### config.mk
export PLATFORM = sky130hd
export DESIGN_NAME = trc_compress
export DESIGN_NICKNAME = d
export VERILOG_FILES = /design/src/rtl/trc_pkg.sv /design/src/rtl/trc_window.sv /design/src/rtl/trc_runlen.sv /design/src/rtl/trc_fifo.sv /design/src/rtl/trc_compress.sv
export SDC_FILE = /design/constraint.sdc
export NUM_CORES = 1
export LEC_CHECK = 0
export BUFFER_PORTS_ARGS = -buffer_cell sky130_fd_sc_hd__buf_4
export CORE_MARGIN = 5
export CORE_UTILIZATION = 40
export DETAILED_ROUTE_END_ITERATION = 8
export GPL_TIMING_DRIVEN = 0
export PLACE_DENSITY = 0.58
export SLEW_MARGIN = 20
export SYNTH_ARGS = -nofsm -noshare
export SYNTH_HDL_FRONTEND = slang
export SYNTH_SLANG_ARGS = --single-unit
### constraint.sdc
create_clock -name clk -period 5.83 [get_ports clk]
set_input_delay 0.8745 -clock clk [delete_from_list [all_inputs] [get_ports clk]]
set_output_delay 0.8745 -clock clk [all_outputs]
set_load 0.02 [all_outputs]
### src/rtl/trc_pkg.sv
package trc_pkg;
    localparam int ADDR_W = 30;
    localparam int SEQ_W  = 16;
    localparam int REC_W  = 2 + SEQ_W + ADDR_W;

    localparam logic [2:0] K_IDLE   = 3'b000;
    localparam logic [2:0] K_SEQ    = 3'b001;
    localparam logic [2:0] K_TAKEN  = 3'b010;
    localparam logic [2:0] K_NTAKEN = 3'b011;
    localparam logic [2:0] K_IND    = 3'b100;
    localparam logic [2:0] K_CANCEL = 3'b101;

    typedef enum logic [1:0] {
        RK_RUN    = 2'b00,
        RK_TAKEN  = 2'b01,
        RK_NTAKEN = 2'b10,
        RK_IND    = 2'b11
    } rec_kind_e;

    typedef struct packed {
        logic              live;
        logic [2:0]        kind;
        logic [1:0]        issue;
        logic [ADDR_W-1:0] addr;
    } win_ent_t;

    typedef struct packed {
        rec_kind_e         kind;
        logic [SEQ_W-1:0]  seq;
        logic [ADDR_W-1:0] target;
    } rec_t;

    typedef struct packed {
        logic lost;
        rec_t rec;
    } q_ent_t;

    function automatic logic occupies_window(input logic [2:0] k);
        return (k == K_SEQ) || (k == K_TAKEN) || (k == K_NTAKEN) || (k == K_IND);
    endfunction

    function automatic rec_kind_e flow_kind(input logic [2:0] k);
        case (k)
            K_TAKEN:  return RK_TAKEN;
            K_NTAKEN: return RK_NTAKEN;
            default:  return RK_IND;
        endcase
    endfunction
endpackage

### src/rtl/trc_window.sv
module trc_window
    import trc_pkg::*;
(
    input  logic              clk,
    input  logic              rst,
    input  logic [2:0]        st_kind,
    input  logic [1:0]        st_issue,
    input  logic [ADDR_W-1:0] st_addr,
    output win_ent_t          commit
);
    win_ent_t s0_q, s1_q, incoming;
    logic     is_cancel, kill0, kill1;

    assign is_cancel = (st_kind == K_CANCEL);

    // retract newest live entries first
    always_comb begin
        kill0 = 1'b0;
        kill1 = 1'b0;
        if (is_cancel) begin
            if (st_issue >= 2'd2) begin
                kill0 = 1'b1;
                kill1 = 1'b1;
            end else if (st_issue == 2'd1) begin
                if (s0_q.live) kill0 = 1'b1;
                else           kill1 = 1'b1;
            end
        end
    end

    always_comb begin
        incoming.live  = occupies_window(st_kind);
        incoming.kind  = st_kind;
        incoming.issue = st_issue;
        incoming.addr  = st_addr;
        commit         = s1_q;
        commit.live    = s1_q.live & ~kill1;
    end

    always_ff @(posedge clk) begin
        if (rst) begin
            s0_q <= '0;
            s1_q <= '0;
        end else begin
            s1_q      <= s0_q;
            s1_q.live <= s0_q.live & ~kill0;
            s0_q      <= incoming;
        end
    end

    AST_CANCEL_CLEARS: assert property (@(posedge clk) disable iff (rst)
        (is_cancel && st_issue >= 2'd2) |=> (!s0_q.live && !s1_q.live));
endmodule

### src/rtl/trc_runlen.sv
module trc_runlen
    import trc_pkg::*;
(
    input  logic     clk,
    input  logic     rst,
    input  win_ent_t commit,
    output logic     push,
    output rec_t     rec
);
    logic [SEQ_W-1:0] run_q, run_d;
    logic [SEQ_W:0]   sum;

    assign sum = {1'b0, run_q} + {{(SEQ_W-1){1'b0}}, commit.issue};

    always_comb begin
        push       = 1'b0;
        rec.kind   = RK_RUN;
        rec.seq    = run_q;
        rec.target = '0;
        run_d      = run_q;
        if (commit.live) begin
            if (commit.kind == K_SEQ) begin
                if (sum[SEQ_W]) begin
                    push  = 1'b1;
                    run_d = {{(SEQ_W-2){1'b0}}, commit.issue};
                end else begin
                    run_d = sum[SEQ_W-1:0];
                end
            end else begin
                push     = 1'b1;
                rec.kind = flow_kind(commit.kind);
                if (commit.kind == K_IND) rec.target = commit.addr;
                run_d    = '0;
            end
        end
    end

    always_ff @(posedge clk) begin
        if (rst) run_q <= '0;
        else     run_q <= run_d;
    end

    AST_FLOW_CLEARS_RUN: assert property (@(posedge clk) disable iff (rst)
        (push && rec.kind != RK_RUN) |=> (run_q == '0));
    AST_WRAP_RESTARTS: assert property (@(posedge clk) disable iff (rst)
        (push && rec.kind == RK_RUN) |=> (run_q != '0));
endmodule

### src/rtl/trc_fifo.sv
module trc_fifo
    import trc_pkg::*;
#(
    parameter int DEPTH = 4
) (
    input  logic clk,
    input  logic rst,
    input  logic push,
    input  rec_t rec_in,
    input  logic ready,
    output logic valid,
    output rec_t head,
    output logic head_lost,
    output logic sticky
);
    localparam int PW = (DEPTH > 1) ? $clog2(DEPTH) : 1;
    localparam int CW = $clog2(DEPTH + 1);

    q_ent_t        mem [DEPTH];
    logic [PW-1:0] wr_q, rd_q;
    logic [CW-1:0] cnt_q;
    logic          mark_q, full, do_pop, accept, drop;

    assign full   = (cnt_q == CW'(DEPTH));
    assign valid  = (cnt_q != '0);
    assign do_pop = valid & ready;
    assign accept = push & (~full | do_pop);
    assign drop   = push & full & ~do_pop;
    assign head      = mem[rd_q].rec;
    assign head_lost = mem[rd_q].lost;

    function automatic logic [PW-1:0] bump(input logic [PW-1:0] p);
        return (p == PW'(DEPTH - 1)) ? '0 : p + 1'b1;
    endfunction

    always_ff @(posedge clk) begin
        if (rst) begin
            wr_q   <= '0;
            rd_q   <= '0;
            cnt_q  <= '0;
            mark_q <= 1'b0;
            sticky <= 1'b0;
            for (int i = 0; i < DEPTH; i++) mem[i] <= '0;
        end else begin
            if (accept) begin
                mem[wr_q] <= '{lost: mark_q, rec: rec_in};
                wr_q      <= bump(wr_q);
                mark_q    <= 1'b0;
            end
            if (drop) begin
                mark_q <= 1'b1;
                sticky <= 1'b1;
            end
            if (do_pop) rd_q <= bump(rd_q);
            cnt_q <= cnt_q + CW'(accept) - CW'(do_pop);
        end
    end

    AST_NO_OVERFLOW: assert property (@(posedge clk) disable iff (rst)
        cnt_q <= CW'(DEPTH));
    AST_HOLD_STABLE: assert property (@(posedge clk) disable iff (rst)
        (valid && !ready) |=> (valid && $stable(head) && $stable(head_lost)));
    AST_STICKY_KEEPS: assert property (@(posedge clk) disable iff (rst)
        sticky |=> sticky);
endmodule

### src/rtl/trc_compress.sv
module trc_compress
    import trc_pkg::*;
#(
    parameter int QUEUE_DEPTH = 4
) (
    input  logic              clk,
    input  logic              rst,
    input  logic [4:0]        st_code,
    input  logic [ADDR_W-1:0] st_addr,
    output logic              rec_valid,
    input  logic              rec_ready,
    output logic [REC_W-1:0]  rec_data,
    output logic              rec_lost,
    output logic              ovf_sticky
);
    win_ent_t commit;
    logic     push;
    rec_t     rec, head;

    trc_window u_win (
        .clk      (clk),
        .rst      (rst),
        .st_kind  (st_code[2:0]),
        .st_issue (st_code[4:3]),
        .st_addr  (st_addr),
        .commit   (commit)
    );

    trc_runlen u_run (
        .clk    (clk),
        .rst    (rst),
        .commit (commit),
        .push   (push),
        .rec    (rec)
    );

    trc_fifo #(.DEPTH(QUEUE_DEPTH)) u_q (
        .clk       (clk),
        .rst       (rst),
        .push      (push),
        .rec_in    (rec),
        .ready     (rec_ready),
        .valid     (rec_valid),
        .head      (head),
        .head_lost (rec_lost),
        .sticky    (ovf_sticky)
    );

    assign rec_data = head;

    AST_TARGET_ONLY_IND: assert property (@(posedge clk) disable iff (rst)
        (rec_valid && rec_data[REC_W-1 -: 2] != 2'b11) |-> (rec_data[ADDR_W-1:0] == '0));
endmodule

; Word-level counts from Yosys, hierarchy flattened
; Memory sizes are Yosys's and may differ from the RTL's. A register that Yosys moved wholly into a read port is not among the register bits.
; Index checks and enable logic that the tools add are counted.
[totals]
ff_bits = 97
ramBits = 196
elab_cells = 84
memories = 1
[mem_list]
columns = name, words, width, rd, rd_ports_with_merged_regs, wr, line
row1 = u_q.mem, 4, 49, 1, 1, 4, trc_fifo.sv:19  ; q_ent_t mem [DEPTH];
[op_classes]
addsub = 5
n_lt_le_gt_ge = 1
n_eq_ne = 13
muxes = 33
bitwise = 11
n_reduce_logical = 6
[op_table]
columns = operator, count
row1 = two-way mux 30 bit, 3
row2 = two-way mux 49 bit, 1
row3 = OR reduction 49 bit, 1
row4 = two-way mux 16 bit, 2
row5 = two-way mux 1 bit, 19
row6 = adder 16 x 2 -> 17 bit, 1
row7 = two-way mux 2 bit, 7
row8 = "== test 3 x 2 -> 1 bit, second input constant", 4
row9 = "== test 3 bit, second input constant", 4
row10 = AND 1 bit, 6
row11 = "== test 3 x 1 -> 1 bit, second input constant", 2
row12 = "adder 2 x 1 -> 2 bit, second input constant", 2
row13 = "== test 2 bit, second input constant", 2
row14 = NOT 1 bit, 4
row15 = one-hot mux 2 bit (2 select lines), 1
row16 = adder 3 x 1 -> 3 bit, 1
row17 = logical OR 1 bit, 3
row18 = nonzero test 3 bit, 1
row19 = subtractor 3 x 1 -> 3 bit, 1
row20 = "== test 2 x 1 -> 1 bit, second input constant", 1
row21 = ">= comparator 2 bit, second input constant", 1
row22 = nonzero test 2 bit, 1
row23 = bitwise OR 1 bit, 1

; Logic depth before layout (Yosys ltp)
; Gate-level depths: netlist of run 1.
[depth]
word_depth = 13
mapped_depth = 11
depth_no_buf = 10

; By module
; A second synthesis of run 1 with hierarchy kept.
[unflattened]
hier_cells = 854
hier_area_um2 = 12225.5
[modules_own_cells]
columns = mod, instances, cells_each, area_each_um2
row1 = trc_fifo, 1, 525, 8883.5
row2 = trc_window, 1, 195, 2245.9
row3 = trc_runlen, 1, 134, 1096.1

; Worst setup path after synthesis of run 1
; OpenSTA, ideal clock, no wires.
[synth_path]
path_type = input port to flip-flop
start = input st_code[3]
end = memory u_q.mem[0][0] in the netlist's numbering, enable pin
t_arrival_ps = 2965
slack_ps = 2451
stages = 5
n_path_buf = 0
path_cell_list = nor2b_1 -> o21ba_1 -> nor3_2 -> nand3_2 -> nand2b_1
[synth_rtl]
columns = item, line
row1 = "start, declared", trc_compress.sv:8  ; input logic [4:0] st_code,
row2 = "end, declared", trc_fifo.sv:19

==> results of run 1 <==
==> critical path, cell delays in order (launching register included) <==
cell	delay, ps
dfxtp_1	370
clkbuf_1	580
clkbuf_1	660
mux4_2	450
buf_4	180
==> cell usage after synthesis (all sizes together) <==
master / instances / area [um2]
a21oi: 11 / 55.1
o2bb2ai: 2 / 17.5
xnor2: 2 / 17.5
nand3: 13 / 80.1
nand2: 30 / 115
nor4: 1 / 6.26
and4: 3 / 31.3
inv: 6 / 22.5
nand4: 8 / 50.1
or4: 5 / 37.5
o21ba: 1 / 10.0
or3: 5 / 31.3
nor2: 137 / 514
nand2b: 18 / 113
mux4: 49 / 1100
or2b: 4 / 30.0
a31oi: 2 / 12.5
nand4b: 2 / 17.5
nand3b: 2 / 15.0
xor2: 8 / 70.1
buf: 25 / 183
o21bai: 1 / 11.3
nor3: 6 / 35.0
o211ai: 2 / 20.0
fa: 2 / 40.0
o21ai: 7 / 35.0
and2: 11 / 68.8
clkbuf: 27 / 101
dfxtp: 99 / 1980
nor4b: 2 / 17.5
or2: 2 / 15.0
and3: 72 / 450
o32ai: 1 / 8.76
and3b: 2 / 17.5
mux2i: 2 / 20.0
ha: 5 / 62.6
and4bb: 1 / 12.5
edfxtp: 196 / 5890
nor2b: 74 / 463
nor3b: 2 / 15.0
a41o: 1 / 10.0
a21o: 2 / 15.0
==> metrics by stage <==
step	area (um2)	utilization, %	total power, mW	worst slack, ps	hold WS [ps]
final	14100	48.0	5.13	2140	432
after global placement	13000	44.1	3.22	985	416
after CTS	14100	48.0	5.18	2080	433
after global routing	14100	48.0	5.31	2000	448
after detailed placement	13100	44.5	3.23	2530	420
after floorplan	11800	-	2.91	2450	414
==> flip-flops by register name (all words and copies together) (netlist names), named ones only <==
name	flops
u_q.wr_q	2
u_run.run_q	16
u_q.mark_q	1
u_win.s0_q	36
u_q.mem	196
u_win.s1_q	1
u_q.sticky	1
u_q.cnt_q	3
u_q.rd_q	2
u_win.commit	35
==> layer usage <==
| metal | GRT usage [%] | wire [um] | vias up |
|---|---|---|---|
| li1 | - | - | 3333 |
| met1 | 22.3 | 12000 | 3473 |
| met2 | 26.9 | 13300 | 162 |
| met3 | 2.64 | 1230 | 44 |
| met4 | 4.29 | 569 | 0 |
| met5 | 0 | 0 | - |
==> cells by family after synthesis <==
logic type / after synthesis
buffers and inverters: 58
muxes: 51
and+or+nand+nor: 400
adders and majority gates: 7
AOI/OAI and AO/OA: 30
DFF: 295
xor gates and xnor gates: 10
==> final cells by class <==
cell class	instances	area [um2]
buffer	52	284
clock buffer	41	873
clock inverter	17	155
fill	2609	15300
inverter	6	22.5
multi-input combinational	498	3680
sequential	295	7870
tap	390	488
timing repair buffer	92	741
==> path summary, 6_finish.rpt <==
path	start	end	slack, ps	cells after the start
setup / recovery	register	rec_data[45]	2140	4
hold / removal	u_win.s0_q[34]	u_win.commit[34]	430	1
setup reg to reg	u_run.run_q[0]	u_q.mem[1][9]	2670	10
hold reg to reg	u_win.s0_q[34]	u_win.commit[34]	430	1
==> power by group through the flow <==
stage	Combinational, mW	Clock [mW]	Sequential (mW)
floorplan	0.512	0	2.39
global placement	0.810	0	2.41
detailed placement	0.824	0	2.40
CTS	0.825	2.00	2.36
global route	0.862	2.08	2.37
finish	0.804	1.97	2.36
==> impl_metrics.ini, run 1 <==
[outcome]
run_status = completed

[power]
p_sw_mw = 1.30
power.leakage_nw = 5.28
internal_power_mw = 3.83
peakVddDrop_v = 0.000225
power_frac_seq_pct = 46.0
clockPowerShare_pct = 38.3
p_comb_share_pct = 15.7
swShare_pct = 25.4
pwr_density_cell_nw_per_um2 = 363

[floorplan]
die_h_um = 182
die_w_um = 182
start_util_pct = 40.2
die_area_um2 = 33100
fp-row-count = 63
io_pins = 89
core_um2 = 29400

[clock_tree]
cts_tree = done
cts_resized = 0
cts_sinks = 295
cts_buffers = 31
worstSkewPairLatency_ps = 570
clk_pin_slew_ps = 60
postCtsSetupBuffers = 0
ctsHoldBuffers = 0
ctsRootBufferMaster = clkbuf_16
cts_buffer_depth = 3
h-tree-depth = 1

[critical_path]
arrival_ps = 2810
cp.required_ps = 4960
worstSetupPathType = reg2out
critPathCaptureType = output pin
crit_fanout = 10
startpoint_type = register

[sta]
fin_crit_sh_pct = 63.2
drv_slew = 0
hold_viol = 0
fin_tns_setup_ps = 0
rsz0062_at_grt = no
fmax_mhz = 271
relSlewSlack_pct = 44.5
skew_ps = 9.48
fin_crit_ps = 3690
worst-slew-pin-transition_ps = 820
setup_viol = 0

[min_path]
hold_path_class = reg2reg

[detailed_routing]
drtPass1Iterations = 5
via_per_inst = 5.04
via_count = 7012
drc = 0
drt-initial-drc-count = 637
ant_nets = 0
routedWlPerCell_um = 19.5
drt_wl_total_mm = 27.1

[logic_synthesis]
yosys.cell_types.count = 50
yosysWarningCount = 0
yosysSeqAreaShare_pct = 66.6
synthXorXnorAreaFrac_pct = 0.741
synth_fa_ha_area_share_pct = 0.868
syn_nets = 896
synth.ff_latch_count = 295
synth_top_family_by_area = simple AND/OR/NAND/NOR gates
synth-simple-area-share_pct = 18.1
syn-cell-area_um2 = 11800
syn_avg_cell_area_um2 = 13.9
synth_cells = 851
synth_compound_area_share_pct = 1.65
synthMuxAreaShare_pct = 9.51

[cells_and_area]
n_antenna_cell = 0
final_cell_mix = 196 x edfxtp_1, 137 x nor2_1, 99 x dfxtp_1, 91 x buf_4, 74 x nor2b_1
fin_cells = 1391
final_layout_size_suffix_gt1_share_pct = 23.2
nNetsFinal = 1021
syn2layout_area_growth_pct = 19.4
final_common_cell = edfxtp_1

[global_route]
grt_pass1_wl_mm = 41.8
grt_use_total_pct = 16.2
gr-total-overflow = 0
grt_max_degree = 33
antenna_found_initial = 0
grt_pass1_vias = 7284

[run]
max_cap_viol_count = 0

[place]
hpwl_mm = 17.6
place.gp.congestion = 0.810
port_buffers = 88
dp.cells = 1333
Power figures use the tool's default switching activity.
==> run 2, diff against run 1 <==
--- a/config.mk
+++ b/config.mk
@@ -10,7 +10,7 @@
 export CORE_UTILIZATION = 40
 export DETAILED_ROUTE_END_ITERATION = 8
 export GPL_TIMING_DRIVEN = 0
-export PLACE_DENSITY = 0.58
+export PLACE_DENSITY = 0.6
 export SLEW_MARGIN = 20
 export SYNTH_ARGS = -nofsm -noshare
 export SYNTH_HDL_FRONTEND = slang
==> constraint.sdc (replaced) <==
create_clock -name clk -period 3.1 [get_ports clk]
set_input_delay 0.465 -clock clk [delete_from_list [all_inputs] [get_ports clk]]
set_output_delay 0.465 -clock clk [all_outputs]
set_load 0.02 [all_outputs]
==> run 2 against run 1 <==
Register-to-register slack worse by 2500 ps. First-iteration DRC count fell by 26%. Critical path type is now reg2reg. Utilization is 0.17 points higher. Design area rose by 0.35%. Sequential share of layout area fell by 0.19 points. Highest routed layer is now met5. Sequential cell count is the same. Sequential power rose by 88%. Clock skew is 18 ps higher. Via count increased by 0.11%. Power up 88%. Critical endpoint is now u_q.cnt_q[2].
==> impl_metrics.ini, run 2 (synthesized netlist as in run 1, its figures left out) <==
[power]
pwr_density_cell_nw_per_um2 = 680
peakVddDrop_v = 0.000492
total_power_mw = 9.63
power.leakage_nw = 5.32

[clock_tree]
clk_pin_slew_ps = 60
cts_sinks = 295
h-tree-depth = 1
cts_buffer_depth = 3
cts_tree = done
worstSkewPairLatency_ps = 570
cts_buffers = 31
ctsRootBufferMaster = clkbuf_16

[floorplan]
io_pins = 89
core_um2 = 29400
fp-row-count = 63
die_w_um = 182
start_util_pct = 40.2
die_h_um = 182
die_area_um2 = 33100

[detailed_routing]
via_count = 7020
drt-initial-drc-count = 470
via_per_inst = 5.03
ant_nets = 0
drtPass1Iterations = 4
drc = 0
drt_wl_total_mm = 26.8
routedWlPerCell_um = 19.2

[global_route]
grt_use_total_pct = 16.0
antenna_found_initial = 1
grt_pass1_wl_mm = 41.4
grt_max_degree = 50
grt_pass1_vias = 7136
gr-total-overflow = 0

[cells_and_area]
fin_cells = 1395
utilization_pct = 48.2
final_cell_mix = 196 x edfxtp_1, 137 x nor2_1, 99 x dfxtp_1, 96 x buf_4, 74 x nor2b_1
final_common_cell = edfxtp_1
syn2layout_area_growth_pct = 19.8
n_antenna_cell = 0
nNetsFinal = 1025
fillers = 2606
fin_area_um2 = 14200
final_layout_size_suffix_gt1_share_pct = 23.9
largest_register = u_q.mem
largest_reg_flops = 196

[sta]
drv_slew = 0
fin_tns_setup_ps = 0
relSlewSlack_pct = 46.2
fin_crit_ps = 2950
skew_ps = 27.3
setup_viol = 0
worst-slew-pin-transition_ps = 806
hold_viol = 0
fin_crit_sh_pct = 95.0
rsz0062_at_grt = no
fmax_mhz = 339

[critical_path]
arrival_ps = 3370
crit_fanout = 10
startpoint_type = register
critPathCaptureType = register
worstSetupPathType = reg2reg
cp.required_ps = 3520

[run]
max_cap_viol_count = 0

[min_path]
hold_path_class = in2reg

[outcome]
run_status = completed

[place]
place.gp.congestion = 0.765
hpwl_mm = 17.3
dp.cells = 1332
placed_cell_area_um2 = 13100
port_buffers = 88
[run 2: cell count changes in the layout (fill, tap and decap cells not counted), moves of 2 or more]
cell        previous run  this run
clkinv_1               3         1
clkbuf_2               0         2
buf_4                 91        96
clkinvlp_4             2         0
buf_16                 0         2
buf_2                 14        12
buf_12                 4         1
[run 2: critical path, cell delays in order (launching register included)]
cell	delay (ps)
dfxtp_1	360
ha_1	200
fa_2	260
nand4_1	180
and4bb_1	310
buf_6	140
nor2_1	150
or3_1	440
fa_1	390
xor2_1	180
xnor2_1	140
nor2_1	50
[run 2: area by class of cell]
type | count | area, um2 | area share [%]
buffer | 52 | 292 | 2.06
inverter | 6 | 22.5 | 0.159
sequential | 295 | 7870 | 55.6
timing repair buffer | 95 | 766 | 5.41
multi-input combinational | 499 | 3690 | 26.1
clock inverter | 14 | 118 | 0.831
clock buffer | 44 | 916 | 6.47
tap | 390 | 488 | 3.45
[run 2: per-layer routing]
layer  GRT usage (%)  share of wire [%]
met5               0              0.048
met3            2.88                4.9
met4            3.48                1.6
met1            22.2                 45
met2            26.6                 48
[run 2: worst paths after layout]
kind | cells after the start | slack [ps] | endpoint | startpoint
max | 11 | 150 | u_q.cnt_q[2] | u_run.run_q[0]
min | 2 | 100 | u_win.s0_q[9] | st_addr[9]
max reg2reg | 11 | 150 | u_q.cnt_q[2] | u_run.run_q[0]
min reg2reg | 1 | 430 | u_win.commit[17] | u_win.s0_q[17]
[run 2: through the flow]
stage	hold WS [ps]	setup slack [ps]
detailed placement	422	20.2
global placement	418	-1580
finish	100	153
global route	84.6	1.83
floorplan	414	-242
CTS	81.4	37.6
[run 2: report_power, final]
group          leakage (nW)  switching, mW  internal, mW  total [mW]
logic                  1.96          0.834         0.687        1.52
clock network         0.520           1.52          2.15        3.67
registers              2.84         0.0704          4.37        4.44
total                  5.32           2.43          7.20        9.63
[run 2: repair_timing]
item                       in CTS  in global routing
gates cloned                    1                  0
resized for setup               2                  4
buffers inserted                0                  4
setup endpoints to repair      25                116
hold buffers                    0                  0
==> run 3, diff against run 2 <==
--- a/config.mk
+++ b/config.mk
@@ -7,10 +7,10 @@
 export LEC_CHECK = 0
 export BUFFER_PORTS_ARGS = -buffer_cell sky130_fd_sc_hd__buf_4
 export CORE_MARGIN = 5
-export CORE_UTILIZATION = 40
+export CORE_UTILIZATION = 35
 export DETAILED_ROUTE_END_ITERATION = 8
 export GPL_TIMING_DRIVEN = 0
-export PLACE_DENSITY = 0.6
+export PLACE_DENSITY = 0.54
 export SLEW_MARGIN = 20
 export SYNTH_ARGS = -nofsm -noshare
 export SYNTH_HDL_FRONTEND = slang
==> run 3 against run 2 <==
Power is 2.0% higher. Clock power up 5%. Die area grew 13%. Global-route usage fell by 1.2 points. Critical endpoint is now u_q.mem[2][41]. Utilization is 5.5 points lower. Maximum frequency shrank 1.2%. First-iteration DRC count increased by 12%. Count of clock-buffer cells in the layout down 1. Highest routed layer is now met4.
==> impl_metrics.ini, run 3 (synthesized netlist as in run 1, its figures left out) <==
[outcome]
run_status = completed

[critical_path]
arrival_ps = 3170
critPathCaptureType = register
path_delay_family = simple AND/OR/NAND/NOR gates
path_cells = ha_1 -> fa_2 -> nand4_1 -> and4bb_1 -> buf_6 -> or2_4 -> buf_4 -> nand3_2 -> nand2b_4 -> buf_12
crit_fanout = 29
path_buf_inv = 3
startpoint_type = register
slowest_delay_ps = 360
crit_slowest_cell = dfxtp_1
worstSetupPathType = reg2reg
r2r_slack_ps = 120
cp.required_ps = 3290

[floorplan]
die_w_um = 194
fp-row-count = 67
start_util_pct = 35.3
io_pins = 89
die_area_um2 = 37500
core_um2 = 33400
die_h_um = 194

[clock_tree]
h-tree-depth = 2
cts_buffers = 34
cts_buffer_depth = 3
clk_pin_slew_ps = 60
ctsHoldBuffers = 0
worstSkewPairLatency_ps = 510
cts_tree = done
ctsRootBufferMaster = clkbuf_16
cts_sinks = 295

[cells_and_area]
final_common_cell = edfxtp_1
largest_reg_flops = 196
n_antenna_cell = 0
final_cell_mix = 196 x edfxtp_1, 136 x nor2_1, 99 x dfxtp_1, 97 x buf_4, 74 x nor2b_1
syn2layout_area_growth_pct = 20.9
largest_register = u_q.mem
final_layout_size_suffix_gt1_share_pct = 23.9
nNetsFinal = 1030

[sta]
rsz0062_at_grt = yes
hold_viol = 0
fmax_mhz = 335
relSlewSlack_pct = 39.5
worst-slew-pin-transition_ps = 895
skew_ps = 15.3
drv_slew = 0
fin_crit_sh_pct = 96.2
fin_crit_ps = 2980
fin_tns_setup_ps = 0
setup_viol = 0

[global_route]
grt_pass1_wl_mm = 43.7
grt_use_total_pct = 14.8
grt_max_degree = 50
gr-total-overflow = 0
antenna_found_initial = 0
grt_pass1_vias = 7285

[detailed_routing]
routedWlPerCell_um = 19.6
drc = 0
via_count = 7126
drtPass1Iterations = 5
drt_wl_total_mm = 28.6
drt-initial-drc-count = 528
via_per_inst = 4.88
ant_nets = 0

[power]
power.leakage_nw = 5.33
pwr_density_cell_nw_per_um2 = 688
total_power_mw = 9.82
peakVddDrop_v = 0.000373

[place]
hpwl_mm = 18.0
place.gp.congestion = 0.755
port_buffers = 88

[run]
max_cap_viol_count = 0

[min_path]
hold_path_class = in2reg
==> run 3: worst paths after layout <==
check / start / end / cells past startpoint
min reg2reg: u_win.s0_q[31] / u_win.commit[31] / 1
max reg2reg: u_run.run_q[0] / u_q.mem[2][41] / 10
min: st_addr[15] / u_win.s0_q[15] / 2
max: u_run.run_q[0] / u_q.mem[2][41] / 10
==> run 3: timing repair <==
action                                  4_1_cts  5_1_grt
buffers inserted                              5        0
resized for setup                             2        5
gates cloned                                  1        1
endpoints found under the setup margin      104       78
==> run 3: power breakdown <==
part	total, mW	switching [mW]	internal (mW)
registers	4.44	0.0691	4.37
clock network	3.85	1.59	2.25
logic	1.54	0.851	0.688
==> run 3: per-layer routing <==
metal  wire length [um]  up-vias  share of wire, %  GRT usage, %
met5                  0        -                 0             0
met1              13100     3557                46          20.8
met4                468        0               1.6          3.30
li1                   -     3375                 -             -
met2              13800      154                48          24.3
met3               1260       40               4.4          2.75
==> run 3: layout make-up <==
type | count | area, um2
Clock buffer | 43 | 905
Clock inverter | 19 | 168
Tap cell | 448 | 561
Inverter | 6 | 22.5
Buffer | 52 | 292
Fill cell | 3056 | 19200
Sequential cell | 295 | 7870
Timing Repair Buffer | 96 | 766
Multi-Input combinational cell | 500 | 3700
==> run 3: per-stage QoR <==
step	hold WS, ps	setup slack (ps)	cells	instance area [um2]	util, %
after floorplan	414	-242	851	11800	-
after global placement	419	-1700	1387	13000	39.0
after detailed placement	421	-69.2	1390	13100	39.3
after CTS	138	25.4	1458	14300	42.6
after global routing	138	-17.6	1459	14300	42.7
final	162	117	1459	14300	42.7
